[src/rtl/eth_pwr_seq_pkg.sv]
package eth_pwr_seq_pkg;
  typedef enum logic [1:0] {
    OP_READ = 2'd0,
    OP_SET  = 2'd1,
    OP_CLR  = 2'd2
  } seq_op_e;

  typedef enum logic {
    MODE_SLEEP = 1'b0,
    MODE_WAKE  = 1'b1
  } seq_mode_e;

  typedef enum logic [1:0] {
    ST_IDLE  = 2'd0,
    ST_ISSUE = 2'd1,
    ST_WAIT  = 2'd2
  } seq_state_e;

  localparam int STEP_W = 3;
endpackage

[src/rtl/eth_pwr_seq_cnt.sv]
module eth_pwr_seq_cnt #(
  parameter int W = 8
) (
  input  logic         clk,
  input  logic         rst_n,
  input  logic         load,
  input  logic [W-1:0] load_val,
  output logic         zero
);
  logic [W-1:0] cnt;

  always_ff @(posedge clk or negedge rst_n) begin
    if (!rst_n)       cnt <= '0;
    else if (load)    cnt <= load_val;
    else if (!zero)   cnt <= cnt - 1'b1;
  end

  assign zero = (cnt == '0);

  // Once expired, the count stays expired until it is reloaded
  p_hold_zero_r6: assert property (@(posedge clk) disable iff (!rst_n)
    (zero && !load) |=> zero);
endmodule

[src/rtl/eth_pwr_seq_steps.sv]
module eth_pwr_seq_steps
  import eth_pwr_seq_pkg::*;
#(
  parameter int ADDR_W = 5,
  parameter int DATA_W = 8,
  parameter logic [ADDR_W-1:0] A_CTL1 = 5'h1F,
  parameter logic [ADDR_W-1:0] A_CTL2 = 5'h1E,
  parameter logic [ADDR_W-1:0] A_STAT = 5'h1D,
  parameter int B_RXEN   = 2,
  parameter int B_TXREQ  = 3,
  parameter int B_RXBUSY = 2,
  parameter int B_CLKRDY = 0,
  parameter int B_VREG   = 3,
  parameter int B_SLEEP  = 5
) (
  input  seq_mode_e         mode,
  input  logic [STEP_W-1:0] idx,
  output seq_op_e           op,
  output logic [ADDR_W-1:0] addr,
  output logic [DATA_W-1:0] mask,
  output logic              want,
  output logic              gated,
  output logic              last
);
  localparam logic [DATA_W-1:0] ONE = DATA_W'(1);

  always_comb begin
    op    = OP_READ;
    addr  = A_STAT;
    mask  = ONE;
    want  = 1'b0;
    gated = 1'b0;
    last  = 1'b0;
    if (mode == MODE_SLEEP) begin
      case (idx)
        3'd0: begin op = OP_CLR;  addr = A_CTL1; mask = ONE << B_RXEN;   end
        3'd1: begin op = OP_READ; addr = A_STAT; mask = ONE << B_RXBUSY; end
        3'd2: begin op = OP_READ; addr = A_CTL1; mask = ONE << B_TXREQ;  end
        3'd3: begin op = OP_SET;  addr = A_CTL2; mask = ONE << B_VREG;   end
        default: begin op = OP_SET; addr = A_CTL2; mask = ONE << B_SLEEP; last = 1'b1; end
      endcase
    end else begin
      case (idx)
        3'd0: begin op = OP_CLR;  addr = A_CTL2; mask = ONE << B_SLEEP; end
        3'd1: begin
          op = OP_READ; addr = A_STAT; mask = ONE << B_CLKRDY;
          want = 1'b1; gated = 1'b1;
        end
        default: begin op = OP_SET; addr = A_CTL1; mask = ONE << B_RXEN; last = 1'b1; end
      endcase
    end
  end
endmodule

[src/rtl/eth_pwr_seq.sv]
module eth_pwr_seq
  import eth_pwr_seq_pkg::*;
#(
  parameter int ADDR_W  = 5,
  parameter int DATA_W  = 8,
  parameter int CLK_HZ  = 50_000_000,
  parameter int STAB_US = 300,
  parameter int TMO_CYC = 65_535,
  parameter logic [ADDR_W-1:0] A_CTL1 = 5'h1F,
  parameter logic [ADDR_W-1:0] A_CTL2 = 5'h1E,
  parameter logic [ADDR_W-1:0] A_STAT = 5'h1D
) (
  input  logic              clk,
  input  logic              rst_n,
  input  logic              sleep_req,
  input  logic              wake_req,
  output logic              cmd_valid,
  input  logic              cmd_ready,
  output logic [1:0]        cmd_op,
  output logic [ADDR_W-1:0] cmd_addr,
  output logic [DATA_W-1:0] cmd_mask,
  input  logic              rsp_valid,
  input  logic [DATA_W-1:0] rsp_data,
  output logic              busy,
  output logic              done,
  output logic              timeout_err,
  output logic              asleep
);
  localparam longint STAB_L   = (longint'(CLK_HZ) * STAB_US + 64'd999_999) / 64'd1_000_000;
  localparam int     STAB_CYC = int'(STAB_L);
  localparam int     DW       = $clog2(STAB_CYC + 1);
  localparam int     TW       = $clog2(TMO_CYC + 1);

  seq_state_e        state;
  seq_mode_e         mode;
  logic [STEP_W-1:0] idx;

  seq_op_e           s_op;
  logic [ADDR_W-1:0] s_addr;
  logic [DATA_W-1:0] s_mask;
  logic              s_want, s_gated, s_last;

  logic dly_zero, tmo_zero, dly_load, tmo_load;
  logic start_sleep, start_wake, start;
  logic is_poll, hit, step_ok, advance;

  eth_pwr_seq_steps #(
    .ADDR_W(ADDR_W), .DATA_W(DATA_W),
    .A_CTL1(A_CTL1), .A_CTL2(A_CTL2), .A_STAT(A_STAT)
  ) u_steps (
    .mode(mode), .idx(idx), .op(s_op), .addr(s_addr), .mask(s_mask),
    .want(s_want), .gated(s_gated), .last(s_last)
  );

  assign start_sleep = (state == ST_IDLE) && !asleep && sleep_req;
  assign start_wake  = (state == ST_IDLE) && asleep && wake_req;
  assign start       = start_sleep || start_wake;

  assign is_poll = (s_op == OP_READ);
  assign hit     = (((rsp_data & s_mask) != '0) == s_want);
  assign step_ok = !is_poll || (hit && (!s_gated || dly_zero));
  assign advance = (state == ST_WAIT) && rsp_valid && step_ok;

  // The stabilisation delay starts once the sleep bit has been cleared
  assign dly_load = (state == ST_WAIT) && rsp_valid && (mode == MODE_WAKE) && (idx == '0);
  // The poll window reopens for each step and is held off while the delay runs
  assign tmo_load = start || advance || ((state != ST_IDLE) && s_gated && !dly_zero);

  eth_pwr_seq_cnt #(.W(DW)) u_dly (
    .clk(clk), .rst_n(rst_n), .load(dly_load),
    .load_val(DW'(STAB_CYC)), .zero(dly_zero)
  );

  eth_pwr_seq_cnt #(.W(TW)) u_tmo (
    .clk(clk), .rst_n(rst_n), .load(tmo_load),
    .load_val(TW'(TMO_CYC)), .zero(tmo_zero)
  );

  always_ff @(posedge clk or negedge rst_n) begin
    if (!rst_n) begin
      state       <= ST_IDLE;
      mode        <= MODE_SLEEP;
      idx         <= '0;
      done        <= 1'b0;
      timeout_err <= 1'b0;
      asleep      <= 1'b0;
    end else begin
      done <= 1'b0;
      case (state)
        ST_IDLE: if (start) begin
          mode        <= start_wake ? MODE_WAKE : MODE_SLEEP;
          idx         <= '0;
          timeout_err <= 1'b0;
          state       <= ST_ISSUE;
        end
        ST_ISSUE: if (cmd_ready) state <= ST_WAIT;
        ST_WAIT: if (rsp_valid) begin
          if (step_ok) begin
            if (s_last) begin
              state  <= ST_IDLE;
              done   <= 1'b1;
              asleep <= (mode == MODE_SLEEP);
            end else begin
              idx   <= idx + 1'b1;
              state <= ST_ISSUE;
            end
          end else if (tmo_zero) begin
            state       <= ST_IDLE;
            timeout_err <= 1'b1;
          end else begin
            state <= ST_ISSUE;
          end
        end
        default: state <= ST_IDLE;
      endcase
    end
  end

  assign busy      = (state != ST_IDLE);
  assign cmd_valid = (state == ST_ISSUE);
  assign cmd_op    = s_op;
  assign cmd_addr  = s_addr;
  assign cmd_mask  = s_mask;

  p_cmd_hold_r11: assert property (@(posedge clk) disable iff (!rst_n)
    (cmd_valid && !cmd_ready) |=> (cmd_valid && $stable(cmd_op) && $stable(cmd_addr) && $stable(cmd_mask)));

  p_one_bit_r10: assert property (@(posedge clk) disable iff (!rst_n)
    cmd_valid |-> ($countones(cmd_mask) == 1));

  p_rxen_gate_r6: assert property (@(posedge clk) disable iff (!rst_n)
    (cmd_valid && cmd_op == OP_SET && cmd_addr == A_CTL1) |-> dly_zero);

  p_abort_idle_r8: assert property (@(posedge clk) disable iff (!rst_n)
    $rose(timeout_err) |-> (!busy && !cmd_valid && $stable(asleep)));

  p_done_idle_r12: assert property (@(posedge clk) disable iff (!rst_n)
    done |-> (!busy && !timeout_err));

  p_ignore_r9: assert property (@(posedge clk) disable iff (!rst_n)
    (!busy && asleep && !wake_req) |=> !busy);
endmodule

[config.mk]
export PLATFORM = sky130hd
export DESIGN_NAME = eth_pwr_seq
export DESIGN_NICKNAME = d
export VERILOG_FILES = /design/src/rtl/eth_pwr_seq_pkg.sv /design/src/rtl/eth_pwr_seq_cnt.sv /design/src/rtl/eth_pwr_seq_steps.sv /design/src/rtl/eth_pwr_seq.sv
export SDC_FILE = /design/constraint.sdc
export NUM_CORES = 1
export LEC_CHECK = 0
export BUFFER_PORTS_ARGS = -buffer_cell sky130_fd_sc_hd__buf_2
export CAP_MARGIN = 20
export CORE_ASPECT_RATIO = 0.9
export CORE_MARGIN = 2
export CORE_UTILIZATION = 40
export CTS_BUF_LIST = sky130_fd_sc_hd__clkbuf_16
export CTS_CLUSTER_SIZE = 14
export DETAILED_ROUTE_END_ITERATION = 16
export SYNTH_ARGS = -nofsm -noshare
export SYNTH_HDL_FRONTEND = slang
export SYNTH_SLANG_ARGS = --single-unit
export TNS_END_PERCENT = 50
[constraint.sdc]
create_clock -name clk -period 7.22 [get_ports clk]
set_input_delay 1.805 -clock clk [delete_from_list [all_inputs] [get_ports clk]]
set_output_delay 1.805 -clock clk [all_outputs]
set_load 0.005 [all_outputs]
==> Word-level counts from Yosys, hierarchy flattened <==
Cells that the tools add are included.
{ "word_totals": {"regBits": 39, "output_inout_bits": 20} }
{ "op_classes": {"addsub": 3, "eq_ne": 15, "muxes": 40, "bitwise": 2, "reduce_logical": 38} }
{ "op_table": {"columns": ["operator", "count"], "rows": [
  ["$mux 16", 2],
  ["$mux 14", 2],
  ["$pmux 6 s2", 2],
  ["$logic_not 16->1", 1],
  ["$mux 1", 16],
  ["$pmux 2 s2", 4],
  ["$sub 16x1->16 const B", 1],
  ["$logic_not 14->1", 1],
  ["$sub 14x1->14 const B", 1],
  ["$mux 3", 4],
  ["$ne 2x2->1 const B", 6],
  ["$logic_and 1x1->1", 11],
  ["$mux 2", 5],
  ["$reduce_and 5->1", 2],
  ["$and 8x8->8", 1],
  ["$mux 8", 1],
  ["$reduce_bool 8->1", 1],
  ["$reduce_or 2->1", 4],
  ["$eq 3x2->1 const B", 2],
  ["$ne 2x1->1 const B", 3],
  ["$pmux 2 s3", 1],
  ["$pmux 3 s2", 1],
  ["$logic_or 1x1->1", 5],
  ["$mux 5", 1],
  ["other kinds (15)", 20]
]} }

==> Logic depth before layout (Yosys ltp) <==
{ "depth": {"ltp_word": 13, "ltp_mapped": 10, "depth_no_buf": 8} }

==> By module <==
From an unflattened synthesis, not the netlist that was laid out.
{ "hier_totals": {"hier_cells": 284, "area_unflattened_um2": 2608.8} }
{ "by_module_without_submodules": {"columns": ["mod", "instances", "cells_per_inst", "area_each_um2", "seq_area_each_um2"], "rows": [
  ["eth_pwr_seq_cnt at u_tmo", 1, 100, 963.4, 400.4],
  ["eth_pwr_seq_cnt at u_dly", 1, 83, 812.0, 350.3],
  ["eth_pwr_seq", 1, 77, 653.1, 225.2],
  ["eth_pwr_seq_steps", 1, 24, 180.2, 0.0]
]} }

==> Worst setup path before layout <==
OpenSTA, ideal clock, no wires.
{ "synth_path": {"path_type": "input-to-reg", "from": "input port rsp_data[5]", "to": "register u_tmo.cnt[10]", "setup_ns": 0.138, "t_arrival_ns": 2.965, "t_required_ns": 7.082, "path_slack_ns": 4.116, "stages": 6, "path_buffers": 1, "path_cell_list": "o211a_1 -> a221o_1 -> o21a_1 -> o21ai_1 -> buf_2 -> nand3_1"} }
{ "synth_between": {"elab_chain_len": 9, "word_cells_on_any_way": 10, "classes_between": "eq/ne: 2; mux: 1; bitwise: 1; reduce/logical: 6"} }
{ "synth_lines": {"columns": ["element", "line_no", "source"], "rows": [
  ["start, declared", "eth_pwr_seq.sv:23", "input logic [DATA_W-1:0] rsp_data,"],
  ["$and 8x8->8 *", "eth_pwr_seq.sv:60", "assign hit = (((rsp_data & s_mask) != '0) == s_want);"],
  ["$reduce_bool 8->1 *", "eth_pwr_seq.sv:60", null],
  ["$eq 1x1->1 *", "eth_pwr_seq.sv:60", null],
  ["$logic_and 1x1->1 *", "eth_pwr_seq.sv:61", "assign step_ok = !is_poll || (hit && (!s_gated || dly_zero));"],
  ["$logic_or 1x1->1 *", "eth_pwr_seq.sv:61", null],
  ["$logic_and 1x1->1 *", "eth_pwr_seq.sv:62", "assign advance = (state == ST_WAIT) && rsp_valid && step_ok;"],
  ["$logic_or 1x1->1 * (2 in a row)", "eth_pwr_seq.sv:67", "assign tmo_load = start || advance || ((state != ST_IDLE) && s_gated && !dly_zero);"],
  ["$ne 2x1->1 (no source line) or $mux 16 (tied branches)", null, null],
  ["end signal, assigned", "eth_pwr_seq_cnt.sv:14", "else if (load) cnt <= load_val;"],
  ["end signal, assigned", "eth_pwr_seq_cnt.sv:15", "else if (!zero) cnt <= cnt - 1'b1;"],
  ["end, declared", "eth_pwr_seq_cnt.sv:10", "logic [W-1:0] cnt;"]
]} }
Every way passes the cells marked *; elsewhere a longest branch is shown, timed or not.
A chain may end at the register's enable or synchronous reset.

==> Final worst setup path <==
{ "layout_path": {"from": "register idx[0]", "to": "output port cmd_addr[0]"} }
{ "layout_between": {"elab_chain_len": 4, "word_cells_on_any_way": 7, "classes_between": "eq/ne: 2; mux: 3; reduce/logical: 2"} }
{ "layout_lines": {"columns": ["element", "line_no", "source"], "rows": [
  ["start, declared", "eth_pwr_seq.sv:36", "logic [STEP_W-1:0] idx;"],
  ["start signal, assigned", "eth_pwr_seq.sv:104", "idx <= idx + 1'b1;"],
  ["$eq 3x2->1 or $logic_not 3->1 (tied branches)", "eth_pwr_seq_steps.sv:35, eth_pwr_seq_steps.sv:43", null],
  ["$reduce_or 2->1 (no source line)", null, null],
  ["$pmux 2 s2", "eth_pwr_seq_steps.sv:35", "case (idx)"],
  ["$mux 5 *", "eth_pwr_seq_steps.sv:34", "if (mode == MODE_SLEEP) begin"],
  ["end, declared", "eth_pwr_seq.sv:20", "output logic [ADDR_W-1:0] cmd_addr,"]
]} }
Marks and branches as above.

==> metrics.cfg <==
[power_and_ir_drop]
powerDensity_nw_per_um2 = 362
p_leak_nw = 1.05
ir_drop_v = 0.000231

[clocking]
cts.clk_slew.worst_paths_ns = 0.06
htree_levels = 2
holdBufCountCts = 0
cts_root_buf = clkbuf_16
post-cts-setup-buffers = 0
tritoncts = yes
numCtsBuffers = 5
cts-resized-gates = 0
cts_sinks = 39
clock_path_buffers = 2
clock_latency_ns = 0.28

[timing]
fin_setup_tns_ns = 0
fin_ws_ns = 3.61
finalCriticalPeriod_ns = 3.61
report.final.hold_viol_count = 0
whs_ns = 0.509
tightest_slew_ns = 1.01
slew_headroom_pct = 32.2
period_share_pct = 50.0
setup_viol = 0
grt_setup_unrepaired = no
skew_ns = 0.00467
clock.fmax_mhz = 277
slew_violations = 0

[worst_setup_path]
cp.arrival_ns = 1.81
path_cells = inv_1, ha_1, nand2_1, o32a_1, buf_2
r2r-start = idx[0]
crit_family = flip-flops
cp-start-kind = register
crit_type = reg2out
critPathMaxFanout = 8
crit_path_start = idx[0]
slowest_stage = dfrtp_1
worstSetupEndpointType = output pin
crit_buf_inv = 2
required_ns = 5.41
slowest_delay_ns = 0.43

[detailed_routing]
via_per_inst = 5.15
drc = 0
highest_layer = met4
via_count = 1763
wire_per_inst_um = 13.4
wl_met1_mm = 2.43
drtAntennaViolNets = 0
drt-total-wl_mm = 4.58
dr.pass1.iters = 4
wl_met3_um = 218
met2_length_mm = 1.91
drtIter0Drc = 138

[grt]
grt_first_pass_wirelength_mm = 7.82
grt_start_max_net_pins = 40
antenna_found_initial = 0
overflow = 0
track_usage_pct = 14.8
grt_pass1_vias = 1655

[die]
die_h_um = 76.1
num_rows = 26
die_area_um2 = 6400
core-area_um2 = 5630
initial_core_util_pct = 41.0
die_w_um = 84.1
num_io_pins = 34

[yosys]
synth_top_family_by_area = simple AND/OR/NAND/NOR gates
syn_avg_cell_area_um2 = 9.17
synth_edf_count = 0
synth_top_cell_by_area = dfrtp_1
async_flop_share_pct = 100
synth-simple-area-share_pct = 26.4
synthAdderAreaFrac_pct = 3.79
ys_ff_latch = 39
syn_inst = 252
synth_compound_area_share_pct = 11.6
synth.area.mux_share_pct = 1.41
netlist_area_um2 = 2310
yosys_warnings = 0
ys.flop_type = dfrtp_1
yosysSeqAreaShare_pct = 42.3
synth_xor_area_share_pct = 8.34
synth_cell_types = 54
synth_top_area_share_pct = 42.3
synth_area_leaders = dfrtp_1, xnor2_1, nor2_1, nand3_1, ha_1

[place]
gp_congestion = 0.904
place_inst = 333
port_buffers = 22
pre_cts_slack_ns = 3.42
post-dp-hpwl_mm = 3.19

[layout]
antenna_cells = 0
num-fill-cells = 527
syn_to_final_growth_pct = 14.0
layout-drive-gt1-share_pct = 15.1
fin_util_pct = 46.8
finalNonFillerCells = 342
fin_nets = 292

[run]
cap_viol_max_count = 0

[min_path]
hp-start = timeout_err
hold_class = reg2reg

[run_status]
status = complete, no violations

[state kept, by name (all words and copies together) (netlist names)]
| name | flops |
|---|---|
| state | 2 |
| timeout_err | 1 |
| u_dly.cnt | 14 |
| mode | 1 |
| done | 1 |
| asleep | 1 |
| u_tmo.cnt | 16 |
| idx | 3 |
[layout make-up]
| type | count | area [µm²] | share of cell area (%) |
|---|---|---|---|
| clock inverters | 3 | 63.8 | 2.42 |
| flip-flops and latches | 39 | 976 | 37.1 |
| well taps | 70 | 87.6 | 3.33 |
| repair buffers | 23 | 118 | 4.47 |
| inverters | 12 | 45.0 | 1.71 |
| clock buffers | 5 | 125 | 4.75 |
| multi-input cells | 190 | 1220 | 46.3 |
[cells in the mapped netlist (all sizes together), types with 7 or more instances]
cell type and count:
ha 7, nor3 10, nor2 26, xnor2 13
xor2 9, nand3 20, buf 10, o21ai 8
dfrtp 39, nand2 18, inv 12, nor2b 8
[placed cells by master (no fill, tap or decap), types with 7 or more instances in the layout]
cell     instances
dfrtp_1         39
nor2_1          26
buf_2           22
nand3_1         19
nand2_1         18
inv_1           13
xnor2_1         13
nor3_1           9
xor2_1           9
nor2b_1          8
o21ai_0          7
ha_1             7
conb_1           7
[report_power, final]
part           total (mW)  switching (mW)  internal [mW]
logic               0.336           0.187          0.149
clock network       0.280          0.0835          0.197
registers           0.336          0.0598          0.276
[per-layer routing]
metal,GRT usage (%),up-vias
li1,-,897
met1,21.9,820
met2,21.7,43
met3,3.58,3
met4,3.87,0
met5,0,-
[metrics by stage]
| stage | instance area, µm² | total power [mW] |
|---|---|---|
| 3_3_place_gp | 2440 | 0.668 |
| 2_1_floorplan | 2330 | 0.573 |
| 4_1_cts | 2630 | 0.958 |
| 6_report | 2630 | 0.952 |
| 3_5_place_dp | 2440 | 0.670 |
| 5_1_grt | 2630 | 1.02 |
[worst register-to-register path, stage by stage, from the launching register on]
cell,delay (ns)
dfrtp_1,0.43
inv_1,0.10
ha_1,0.31
o21ba_2,0.28
xor2_1,0.15
a221o_1,0.33
o21a_1,0.25
o21ai_1,0.45
buf_4,0.26
o2111ai_1,0.12
[cells by family (layout without fill, tap and decap cells)]
| group | Yosys count | count (layout) |
|---|---|---|
| and+or+nand+nor | 115 | 115 |
| DFF | 39 | 39 |
| AOI/OAI and AO/OA | 36 | 36 |
| buffers and inverters | 28 | 43 |
| xor gates and xnor gates | 22 | 22 |
| adders and majority gates | 7 | 7 |
| muxes | 3 | 3 |
| other | 2 | 7 |
[worst paths after layout]
kind | end | cells past startpoint | slack [ns]
setup reg to reg | u_tmo.cnt[2] | 9 | 4.37
hold / removal | timeout_err | 2 | 0.51
min in group asynchronous | mode | 1 | 1.64
setup / recovery | cmd_addr[0] | 5 | 3.61
hold reg to reg | timeout_err | 2 | 0.51
max in group asynchronous | u_tmo.cnt[5] | 1 | 5.02
Note: power is estimated with default switching activity, not from simulation.
